==> src/rtl/priv_seq.sv <==
module priv_seq #(
  parameter int AW       = 8,
  parameter int RESV     = 100,
  parameter int VEC_BASE = 60,
  parameter int ILEN     = 4
) (
  input  logic          clk,
  input  logic          rst_n,
  input  logic          step,
  input  logic          irq,
  input  logic          is_trap,
  input  logic          dst_mode,
  input  logic          mode_wdata,
  input  logic          rte,
  input  logic [2:0]    op_en,
  input  logic [AW-1:0] op_a,
  input  logic [AW-1:0] op_b,
  input  logic [AW-1:0] op_ind,
  output logic [AW-1:0] pc,
  output logic [AW-1:0] epc,
  output logic          mode,
  output logic          redirect,
  output logic [1:0]    cause,
  output logic          irq_ack
);
  localparam logic [AW-1:0] LIMIT = AW'(RESV);
  localparam logic [AW-1:0] VBASE = AW'(VEC_BASE);
  localparam logic [AW-1:0] INC   = AW'(ILEN);

  logic [AW-1:0] pc_q, epc_q;
  logic          mode_q;
  logic          hit;
  logic [AW-1:0] vec;

  wire fetch_bad = mode_q && (pc_q < LIMIT);
  wire oper_bad  = mode_q && ((op_en[0] && op_a < LIMIT) ||
                              (op_en[1] && op_b < LIMIT) ||
                              (op_en[2] && op_ind < LIMIT));
  wire mode_bad  = mode_q && dst_mode;

  always_comb begin
    hit   = 1'b1;
    cause = 2'd0;
    if (irq)            cause = 2'd3;
    else if (fetch_bad) cause = 2'd0;
    else if (is_trap)   cause = 2'd2;
    else if (mode_bad)  cause = 2'd1;
    else if (oper_bad)  cause = 2'd0;
    else                hit   = 1'b0;
  end

  assign vec      = VBASE + AW'({cause, 2'b00});
  assign redirect = step && hit;
  assign irq_ack  = step && irq;

  always_ff @(posedge clk) begin
    if (!rst_n) begin
      pc_q   <= '0;
      epc_q  <= '0;
      mode_q <= 1'b0;
    end else if (redirect) begin
      epc_q  <= pc_q;
      pc_q   <= vec;
      mode_q <= 1'b0;
    end else if (step && rte) begin
      pc_q   <= epc_q;
      epc_q  <= pc_q;
      mode_q <= 1'b1;
    end else if (step) begin
      pc_q <= pc_q + INC;
      if (dst_mode) mode_q <= mode_wdata;
    end
  end

  assign pc   = pc_q;
  assign epc  = epc_q;
  assign mode = mode_q;
endmodule


==> config.mk <==
export PLATFORM = sky130hd
export DESIGN_NAME = priv_seq
export DESIGN_NICKNAME = d
export VERILOG_FILES = /design/src/rtl/priv_seq.sv
export SDC_FILE = /design/constraint.sdc
export NUM_CORES = 1
export LEC_CHECK = 0
export ABC_AREA = 1
export BUFFER_PORTS_ARGS = -buffer_cell sky130_fd_sc_hd__buf_2
export CAP_MARGIN = 20
export CORE_ASPECT_RATIO = 0.5
export CORE_MARGIN = 8
export CORE_UTILIZATION = 45
export CTS_BUF_LIST = sky130_fd_sc_hd__clkbuf_16
export DETAILED_ROUTE_END_ITERATION = 16
export HOLD_SLACK_MARGIN = 0.03
export PLACE_DENSITY = 0.74
export SYNTH_ARGS = -nofsm -noshare
export SYNTH_HDL_FRONTEND = slang
export SYNTH_SLANG_ARGS = --single-unit
==> constraint.sdc <==
create_clock -name clk -period 3.4 [get_ports clk]
set_clock_uncertainty 0.1 [all_clocks]
set_input_delay 0.68 -clock clk [delete_from_list [all_inputs] [get_ports clk]]
set_output_delay 0.68 -clock clk [all_outputs]
set_load 0.01 [all_outputs]
==> run_results.csv, run 1 <==
group,metric,value,unit
status,outcome,"finished, final reports clean",
grt,grt_max_degree,31,
sta,hold-worst-slack,0.390,ns
final_layout,layout.nets,275,
floorplan,dieHeight,52.5,um
critical_path,setup.worst_path.start_class,"register",
place,port-buffer-count,49,
cts,clk_pin_slew,0.06,ns
place,placed_cells_incl_taps,269,
drt,drt_wl_total,3.39,mm
cts,post_cts.repair.setup_buffers,0,
power,p_sw,0.000180,W
final_layout,antenna_cells_inserted,0,
synthesis,synth.mux.area_fraction,0,%
grt,grt.total_usage,14.8,%
drt,average_detailed_routed_wire_length_per_instance,12.4,um
cts,clock_tree.htree_level_count,1,
power,power_density,399,nW/um^2
floorplan,io-pin-count,56,
drt,drc,0,
critical_path,reg2reg_slack,1.37,ns
sta,max_slew.worst_pin.slew,0.913,ns
drt,vias,1336,
place,final_estimated_routing_congestion_in_global_placement,0.833,
power,internal_power,0.000423,W
critical_path,cp.arrival,2.03,ns
synthesis,synth.largest_area_cell,"sky130_fd_sc_hd__dfxtp_1",
floorplan,die-area,4660,sq um
power,clock_power_share,41.2,%
final_layout,layout-drive-gt1-share,27.1,%
synthesis,yosys.area_share.xor_xnor,1.46,%
power,leakage,0.821,nW
synthesis,largest_family_of_logic_cells_by_synthesized_area,"simple AND/OR/NAND/NOR gates",
power,ir_worst_vdd,0.237,mV
critical_path,timing.setup.critical_path_class,"reg2out",
place,place_ws,0.771,ns
cts,cts_root_buffer,"sky130_fd_sc_hd__clkbuf_16",
cts,post_cts_hold_buffer_count,0,
floorplan,floorplan.core_area,2550,sq um
synthesis,synth-simple-area-share,39.2,%
final_layout,area_of_the_multi_input_gates,658,sq um
final_layout,fillerInstances,255,
grt,grt_antenna_before_repair,0,
synthesis,ys_seq_elements,17,
sta,fin_crit,2.81,ns
place,placement.cell_area,1430,sq um
cts,clk_path_buf_depth,2,
sta,final_max_slew_viol_count,0,
sta,timing_hold_violations_final,0,
synthesis,ys.warnings.count,0,
drt,drt_pass1_iterations,4,
power,switching_share,29.9,%
floorplan,die_w,88.9,um
cts,postCtsResizedCells,0,
hold_path,min-delay-path-class,"reg2reg",
grt,overflow,0,
sta,fin_ws,0.587,ns
place,dp.final_hpwl,2.49,mm
sta,min_period_over_period,82.7,%
grt,grt_pass1_vias,1190,
synthesis,synthDistinctLibCells,27,
critical_path,cp.required,2.62,ns
critical_path,cp-end-kind,"output port",
synthesis,synthTopCellsByArea,"sky130_fd_sc_hd__dfxtp_1, sky130_fd_sc_hd__nand2_1, sky130_fd_sc_hd__inv_1, sky130_fd_sc_hd__nand3_1, sky130_fd_sc_hd__a21oi_1",
cts,clock_sinks,17,
synthesis,syn-mean-instance-area,6.26,sq um
critical_path,maximum_fanout_along_the_worst_path,20,
sta,slew-limit-headroom,39.0,%
grt,first_pass_grt_wire_length,5.44,mm
synthesis,mappedNetlistArea,1200,sq um
sta,final_setup_tns,0,ns
sta,rsz0062_at_grt,"no",
synthesis,yosys.area_share.adder,3.14,%
synthesis,netlist_instances,191,
power,power.share.combinational,21.4,%
final_layout,areaGrowthSynthToFinish,26.4,%
drt,routed_via_density,4.89,
floorplan,core.rowCount,13,
drt,antenna_violation_net_count_after_detailed_routing,0,
drt,detail_route.iter0.violations,139,
cts,numCtsBuffers,3,
synthesis,synth_seq_area_share,28.5,%
final_layout,final-seq-area,340,sq um
synthesis,complex_gate_fraction_of_the_synthesized_area,11.2,%
cts,worst_skew_pair.late_latency,0.25,ns
job,drv_cap,0,
floorplan,floorplan.initialDensity,46.8,%
final_layout,final_design_area_no_fill,1510,sq um
sta,setup_viol,0,
final_layout,final_cells,273,
cts,clock_tree_from_tritoncts,"built",
synthesis,synth_nets,229,
synthesis,synth_top_area_share,28.5,%
power,sequential_power_share,37.3,%
sta,achievable-frequency,0.355,GHz
-- layer usage --
metal	routed length [um]	GRT usage (%)	share of wire [%]	up-vias
met5	0	0	0	-
met4	48	6.65	1.4	0
met3	376	4.53	11	5
met2	1490	23.7	44	53
met1	1480	18.0	44	589
li1	-	-	-	689
-- placed cells by master (no fill, tap or decap), drive strengths merged, types with 3 or more instances in the layout --
master / netlist / final
a21oi: 17 / 17
buf: 5 / 49
nand3: 25 / 25
dfxtp: 17 / 17
ha: 3 / 3
o21ai: 5 / 5
inv: 36 / 36
clkbuf: 3 / 3
nand4: 7 / 7
nand2: 47 / 47
nor2: 21 / 21
-- cells in the mapped netlist --
cell type,number
sky130_fd_sc_hd__nand2_1,44
sky130_fd_sc_hd__inv_1,35
sky130_fd_sc_hd__nand3_1,22
sky130_fd_sc_hd__nor2_1,20
sky130_fd_sc_hd__dfxtp_1,17
sky130_fd_sc_hd__a21oi_1,15
sky130_fd_sc_hd__nand4_1,7
sky130_fd_sc_hd__o21ai_0,5
sky130_fd_sc_hd__clkbuf_1,3
sky130_fd_sc_hd__ha_1,3
sky130_fd_sc_hd__nand3_2,3
sky130_fd_sc_hd__nand2_4,2
sky130_fd_sc_hd__a21oi_2,1
sky130_fd_sc_hd__a21oi_4,1
sky130_fd_sc_hd__buf_1,1
sky130_fd_sc_hd__buf_12,1
sky130_fd_sc_hd__buf_2,1
sky130_fd_sc_hd__buf_4,1
sky130_fd_sc_hd__buf_6,1
sky130_fd_sc_hd__clkinv_1,1
sky130_fd_sc_hd__inv_2,1
sky130_fd_sc_hd__nand2_2,1
sky130_fd_sc_hd__nor2_2,1
sky130_fd_sc_hd__nor3_2,1
sky130_fd_sc_hd__o41ai_1,1
sky130_fd_sc_hd__xnor2_1,1
sky130_fd_sc_hd__xor2_1,1
-- cell families after synthesis --
kind of cell | count (synthesis)
xor gates and xnor gates | 2
AOI/OAI and AO/OA | 23
adders and majority gates | 3
and+or+nand+nor | 101
buffers and inverters | 45
DFF | 17
-- metrics by stage --
| stage | utilization (%) | total power (W) |
|---|---|---|
| after CTS | 59.2 | 0.000603 |
| after global routing | 59.2 | 0.000638 |
| after floorplan | - | 0.000315 |
| after global placement | 56.0 | 0.000354 |
| final | 59.2 | 0.000603 |
| after detailed placement | 56.0 | 0.000358 |
-- path summary, 6_finish.rpt --
check              to  cells after the start    from
max          redirect                      9   pc[2]
min             pc[1]                      2  epc[1]
max reg2reg    epc[5]                     10   pc[2]
min reg2reg     pc[1]                      2  epc[1]
-- registers in the layout, indices dropped and copies added (netlist names) --
name,cells
epc,8
pc,8
mode,1
-- area by class of cell --
class | count | share of cell area [%]
clock inverters | 1 | 0.497
inverters | 37 | 9.19
repair buffers | 49 | 16.2
multi-input cells | 129 | 43.5
flip-flops and latches | 17 | 22.5
clock buffers | 3 | 4.97
well taps | 37 | 3.06
-- power groups by stage --
stage	Clock (W)	Sequential, W	Combinational [W]
global route	0.000265	0.000228	0.000146
global placement	0	0.000228	0.000126
CTS	0.000247	0.000225	0.000130
finish	0.000249	0.000225	0.000129
detailed placement	0	0.000229	0.000129
floorplan	0	0.000232	0.0000836
-- critical path, cell delays in order (launching register included) --
cell	delay [ns]
sky130_fd_sc_hd__dfxtp_1	0.46
sky130_fd_sc_hd__inv_1	0.10
sky130_fd_sc_hd__ha_1	0.21
sky130_fd_sc_hd__a21oi_2	0.16
sky130_fd_sc_hd__nor2_2	0.07
sky130_fd_sc_hd__a21oi_4	0.23
sky130_fd_sc_hd__nand2_4	0.12
sky130_fd_sc_hd__nand2_4	0.22
sky130_fd_sc_hd__inv_2	0.07
sky130_fd_sc_hd__buf_2	0.14
Power figures use the tool's default switching activity.
==> run 2, diff against run 1 <==
clock period = 2.75 ns   (was 3.4 ns; I/O delays follow)
==> run 2 against run 1 <==
  * Critical path depth is the same
  * Combinational power grew 29%
  * Global-route usage shrank 0.95 points
  * Final cell count grew 1.5%
  * Critical path type unchanged
==> run_results.csv, run 2 (synthesized netlist as in run 1, its figures left out) <==
group,metric,value,unit
hold_path,min_path_cells,2,
power,ir_worst_vdd,0.347,mV
critical_path,timing.reg2reg.worst_path_depth,12,
sta,final_setup_tns,0,ns
final_layout,fillerInstances,239,
cts,worst_skew_pair.late_latency,0.25,ns
cts,clock_tree_from_tritoncts,"built",
place,placed_cells_incl_taps,273,
place,port-buffer-count,49,
sta,max_slew.worst_pin.slew,0.406,ns
critical_path,setup.worst_path.start_class,"register",
sta,timing_hold_violations_final,0,
drt,drc,0,
sta,achievable-frequency,0.389,GHz
place,place_ws,0.391,ns
final_layout,antenna_cells_inserted,0,
final_layout,layout-drive-gt1-share,28.3,%
sta,final_max_slew_viol_count,0,
power,switching_share,28.4,%
floorplan,die_w,88.9,um
cts,clock_tree.htree_level_count,1,
drt,drt_pass1_iterations,4,
critical_path,reg2reg_slack,0.86,ns
cts,clk_pin_slew,0.05,ns
final_layout,final_cell_mix,"sky130_fd_sc_hd__buf_2, sky130_fd_sc_hd__nand2_1, sky130_fd_sc_hd__inv_1, sky130_fd_sc_hd__nand3_1, sky130_fd_sc_hd__nor2_1",
drt,average_detailed_routed_wire_length_per_instance,11.6,um
power,power_density,475,nW/um^2
critical_path,timing.setup.critical_path_class,"reg2out",
floorplan,die-area,4660,sq um
power,sequential_power_share,37.5,%
grt,first_pass_grt_wire_length,5.20,mm
final_layout,areaGrowthSynthToFinish,28.7,%
power,clock_power_share,39.7,%
sta,slew-limit-headroom,72.9,%
place,dp.final_hpwl,2.47,mm
drt,antenna_violation_net_count_after_detailed_routing,0,
place,final_estimated_routing_congestion_in_global_placement,0.864,
floorplan,io-pin-count,56,
cts,numCtsBuffers,3,
drt,detail_route.iter0.violations,126,
job,drv_cap,0,
final_layout,layout.nets,279,
power,p_sw,0.000208,W
cts,cts_root_buffer,"sky130_fd_sc_hd__clkbuf_16",
critical_path,timing.rr.end,"pc[3]",
grt,grt_max_degree,21,
critical_path,cp.required,2.10,ns
final_layout,final_common_cell,"sky130_fd_sc_hd__buf_2",
cts,post_cts.repair.setup_buffers,0,
hold_path,min_from,"epc[1]",
drt,vias,1338,
drt,drt_wl_total,3.22,mm
sta,min_period_over_period,93.5,%
floorplan,floorplan.core_area,2550,sq um
sta,rsz0062_at_grt,"no",
final_layout,final_cells,277,
cts,clock_sinks,17,
hold_path,holdPathEnd,"pc[1]",
final_layout,final_design_area_no_fill,1540,sq um
place,placement.cell_area,1460,sq um
status,outcome,"finished, final reports clean",
critical_path,maximum_fanout_along_the_worst_path,20,
sta,fin_crit,2.57,ns
critical_path,cp.arrival,1.92,ns
floorplan,floorplan.initialDensity,46.8,%
grt,grt_antenna_before_repair,0,
floorplan,core.rowCount,13,
drt,routed_via_density,4.83,
power,leakage,0.847,nW
grt,grt_pass1_vias,1153,
power,internal_power,0.000523,W
hold_path,min-delay-path-class,"reg2reg",
grt,overflow,0,
power,power.share.combinational,22.8,%
floorplan,dieHeight,52.5,um
cts,clk_path_buf_depth,2,
critical_path,reg_to_reg_startpoint,"pc[3]",
grt,grt.total_usage,13.9,%
sta,fin_ws,0.180,ns
sta,setup_viol,0,
critical_path,cp-end-kind,"output port",
## run 2: cell count changes in the layout (fill, tap and decap cells not counted)
cell	change
sky130_fd_sc_hd__buf_4	+4
sky130_fd_sc_hd__clkinvlp_4	-1
sky130_fd_sc_hd__inv_1	+1
sky130_fd_sc_hd__dfxtp_2	+1
sky130_fd_sc_hd__dfxtp_1	-1
## run 2: through the flow
step                util, %  hold WS (ns)  power, W
floorplan                 -         0.399  0.000390
CTS                    60.2         0.381  0.000738
finish                 60.3         0.379  0.000731
global route           60.3         0.409  0.000773
detailed placement     57.1         0.372  0.000445
global placement       57.1         0.372  0.000442
## run 2: how the worst max path moves through the flow
stage,from,endpoint
after detailed placement,op_a[2],redirect
after floorplan,pc[2],redirect
after CTS,pc[3],redirect
after global placement,op_b[2],redirect
final,pc[3],redirect
after global routing,pc[3],redirect
## run 2: final cells by class
class	count	area [sq um]	area share, %
multi-input cells	129	658	42.8
flip-flops and latches	17	342	22.2
repair buffers	53	275	17.9
inverters	37	139	9.02
clock buffers	3	75.1	4.88
well taps	37	46.3	3.01
clock inverters	1	3.75	0.244
## run 2: routing by layer
metal / up-vias / track usage (%) / wire length, um
li1: 699 / - / -
met1: 582 / 16.9 / 1450
met2: 55 / 23.0 / 1400
met3: 2 / 4.53 / 352
met4: 0 / 3.88 / 17
met5: - / 0 / 0
## run 2: power groups by stage
stage	sequential [W]	clock (W)	combinational (W)
6_report	0.000274	0.000290	0.000167
5_1_grt	0.000276	0.000309	0.000188
4_1_cts	0.000273	0.000297	0.000168
3_5_place_dp	0.000279	0	0.000167
3_3_place_gp	0.000278	0	0.000163
2_1_floorplan	0.000287	0	0.000103
## run 2: timing repair
| action | CTS | global route |
|---|---|---|
| resized for setup | 0 | 1 |
| hold buffers | 0 | 0 |
| setup endpoints to repair | 0 | 1 |
## run 2: worst max-delay path, stage by stage (launching register included)
cell and delay, ns:
sky130_fd_sc_hd__dfxtp_2 0.40, sky130_fd_sc_hd__inv_1 0.06, sky130_fd_sc_hd__ha_1 0.19, sky130_fd_sc_hd__a21oi_2 0.17, sky130_fd_sc_hd__nor2_2 0.07, sky130_fd_sc_hd__a21oi_4 0.23
sky130_fd_sc_hd__nand2_4 0.12, sky130_fd_sc_hd__nand2_4 0.21, sky130_fd_sc_hd__inv_2 0.06, sky130_fd_sc_hd__buf_2 0.14
==> run 3, diff against run 2 <==
CELL_PAD_IN_SITES_DETAIL_PLACEMENT = 1   (was unset)
CELL_PAD_IN_SITES_GLOBAL_PLACEMENT = 1   (was unset)
CORE_UTILIZATION = 30   (was 45)
==> run 3 against run 2 <==
  * Clock power is 4% higher
  * Utilization is 20 points lower
  * Die area is 37% higher
  * Via count is 2.8% higher
  * Combinational power is 5% higher
  * Flip-flop and latch count stayed put
  * First-iteration DRC count is 56% lower
  * Count of clock-buffer cells in the layout stayed put
  * Sequential power hardly changed
  * Wire length is 18% higher
  * Worst hold slack better by 0.013 ns
  * Worst setup slack better by 0.087 ns
==> run_results.csv, run 3 (synthesized netlist as in run 1, its figures left out) <==
group,metric,value,unit
cts,clock_tree.htree_level_count,1,
sta,max_slew.worst_pin.slew,0.431,ns
drt,drt_pass1_iterations,4,
grt,overflow,0,
sta,final_max_slew_viol_count,0,
critical_path,timing.setup.critical_path_class,"reg2out",
critical_path,cp.required,2.10,ns
critical_path,timing.reg2reg.worst_path_depth,12,
sta,achievable-frequency,0.403,GHz
grt,grt_max_degree,21,
critical_path,reg2reg_slack,0.89,ns
floorplan,io-pin-count,56,
final_layout,areaGrowthSynthToFinish,31.1,%
critical_path,timing.critical_path.cells,"inv_1 -> ha_1 -> a21oi_2 -> nor2_2 -> a21oi_4 -> nand2_4 -> nand2_4 -> inv_2 -> buf_2",
critical_path,cp-end-kind,"output port",
place,final_estimated_routing_congestion_in_global_placement,0.727,
drt,detail_route.iter0.violations,56,
critical_path,cp_top_family,"simple AND/OR/NAND/NOR gates",
floorplan,dieHeight,60.7,um
cts,cts_root_buffer,"sky130_fd_sc_hd__clkbuf_16",
floorplan,die-area,6390,sq um
sta,hold-worst-slack,0.392,ns
drt,drc,0,
sta,fin_crit,2.48,ns
grt,grt.total_usage,12.3,%
cts,post_cts_hold_buffer_count,0,
power,total_power,0.000750,W
floorplan,floorplan.initialDensity,31.0,%
hold_path,min-delay-path-class,"reg2reg",
critical_path,crit_path_max_incr_delay,0.32,ns
final_layout,final_cell_mix,"sky130_fd_sc_hd__buf_2, sky130_fd_sc_hd__nand2_1, sky130_fd_sc_hd__inv_1, sky130_fd_sc_hd__nand3_1, sky130_fd_sc_hd__nor2_1",
final_layout,layout-drive-gt1-share,28.6,%
hold_path,min_path_cells,2,
grt,most_congested_layer_reported_by_global_routing,"met2",
critical_path,cp_slowest_cell,"sky130_fd_sc_hd__dfxtp_1",
hold_path,min_from,"pc[0]",
final_layout,layout.nets,280,
final_layout,antenna_cells_inserted,0,
sta,slew-limit-headroom,71.2,%
cts,postCtsResizedCells,0,
power,leakage,0.849,nW
cts,worst_skew_pair.late_latency,0.25,ns
critical_path,setup.worst_path.start_class,"register",
cts,clk_path_buf_depth,2,
critical_path,critPathBufInv,3,
floorplan,core.rowCount,16,
power,ir_worst_vdd,0.193,mV
final_layout,final_common_cell,"sky130_fd_sc_hd__buf_2",
cts,clock_sinks,17,
grt,grt_pass1_vias,1321,
drt,routed_via_density,4.66,
cts,post_cts.repair.setup_buffers,0,
grt,grt_use_met2,21.6,%
cts,clk_pin_slew,0.05,ns
drt,average_detailed_routed_wire_length_per_instance,12.9,um
sta,final_setup_tns,0,ns
grt,met1_global_route_usage,14.2,%
floorplan,floorplan.core_area,3860,sq um
grt,grt_antenna_before_repair,0,
place,port-buffer-count,49,
drt,vias,1375,
critical_path,reg_to_reg_startpoint,"pc[2]",
status,outcome,"finished, final reports clean",
sta,min_period_over_period,90.3,%
sta,timing_hold_violations_final,0,
critical_path,maximum_fanout_along_the_worst_path,20,
sta,rsz0062_at_grt,"no",
drt,drt_wl_total,3.82,mm
critical_path,crit_path_frequent_cell,"sky130_fd_sc_hd__nand2_4",
critical_path,cp.arrival,1.83,ns
cts,clock_tree_from_tritoncts,"built",
job,drv_cap,0,
power,power_density,478,nW/um^2
grt,groute.layer.met3.usage,3.39,%
cts,numCtsBuffers,3,
floorplan,die_w,105,um
sta,setup_viol,0,
critical_path,timing.rr.end,"pc[6]",
place,dp.final_hpwl,3.05,mm
hold_path,holdPathEnd,"pc[0]",
grt,first_pass_grt_wire_length,6.27,mm
drt,antenna_violation_net_count_after_detailed_routing,0,
run 3: report_power, final:
group / leakage, nW / switching (W) / internal [W]
Clock: 0.0409 / 0.000107 / 0.000195
Combinational: 0.669 / 0.000105 / 0.0000701
Sequential: 0.139 / 0.0000112 / 0.000262
run 3: final cells by class:
type                            instances  area (sq um)
Sequential cell                        17           340
Clock buffer                            3          75.1
Multi-Input combinational cell        129           658
Fill cell                             529          2300
Clock inverter                          1          5.00
Timing Repair Buffer                   54           283
Inverter                               37           139
Tap cell                               54          67.6
run 3: how the worst max path moves through the flow:
stage                        from       end  depth (start not counted)
after floorplan             pc[2]  redirect                          9
after global placement    op_a[2]  redirect                         11
after detailed placement  op_a[2]  redirect                         11
after CTS                   pc[2]  redirect                          9
after global routing        pc[2]  redirect                          9
final                       pc[2]  redirect                          9
run 3: layer usage:
layer	up-vias	part of all wire [%]
met2	38	48
met5	-	0
met1	634	45
li1	699	-
met3	4	5.8
met4	0	1.4
run 3: worst reg2reg max path: stages (launching register included):
cell	delay [ns]
sky130_fd_sc_hd__dfxtp_1	0.31
sky130_fd_sc_hd__inv_1	0.07
sky130_fd_sc_hd__ha_1	0.18
sky130_fd_sc_hd__a21oi_2	0.07
sky130_fd_sc_hd__nor2_2	0.14
sky130_fd_sc_hd__nand2_1	0.10
sky130_fd_sc_hd__a21oi_1	0.23
sky130_fd_sc_hd__ha_1	0.24
sky130_fd_sc_hd__inv_1	0.06
sky130_fd_sc_hd__nand3_1	0.08
sky130_fd_sc_hd__nand3_1	0.07
sky130_fd_sc_hd__nand2_1	0.07
sky130_fd_sc_hd__inv_1	0.04
run 3: metrics by stage:
stage	setup WS (ns)	utilization (%)	area, sq um	std cells
after floorplan	0.632	-	1200	191
after detailed placement	0.342	38.5	1490	291
after global routing	0.0810	40.6	1570	295
final	0.267	40.6	1570	295
after global placement	0.380	38.5	1490	291
after CTS	0.250	40.6	1570	295
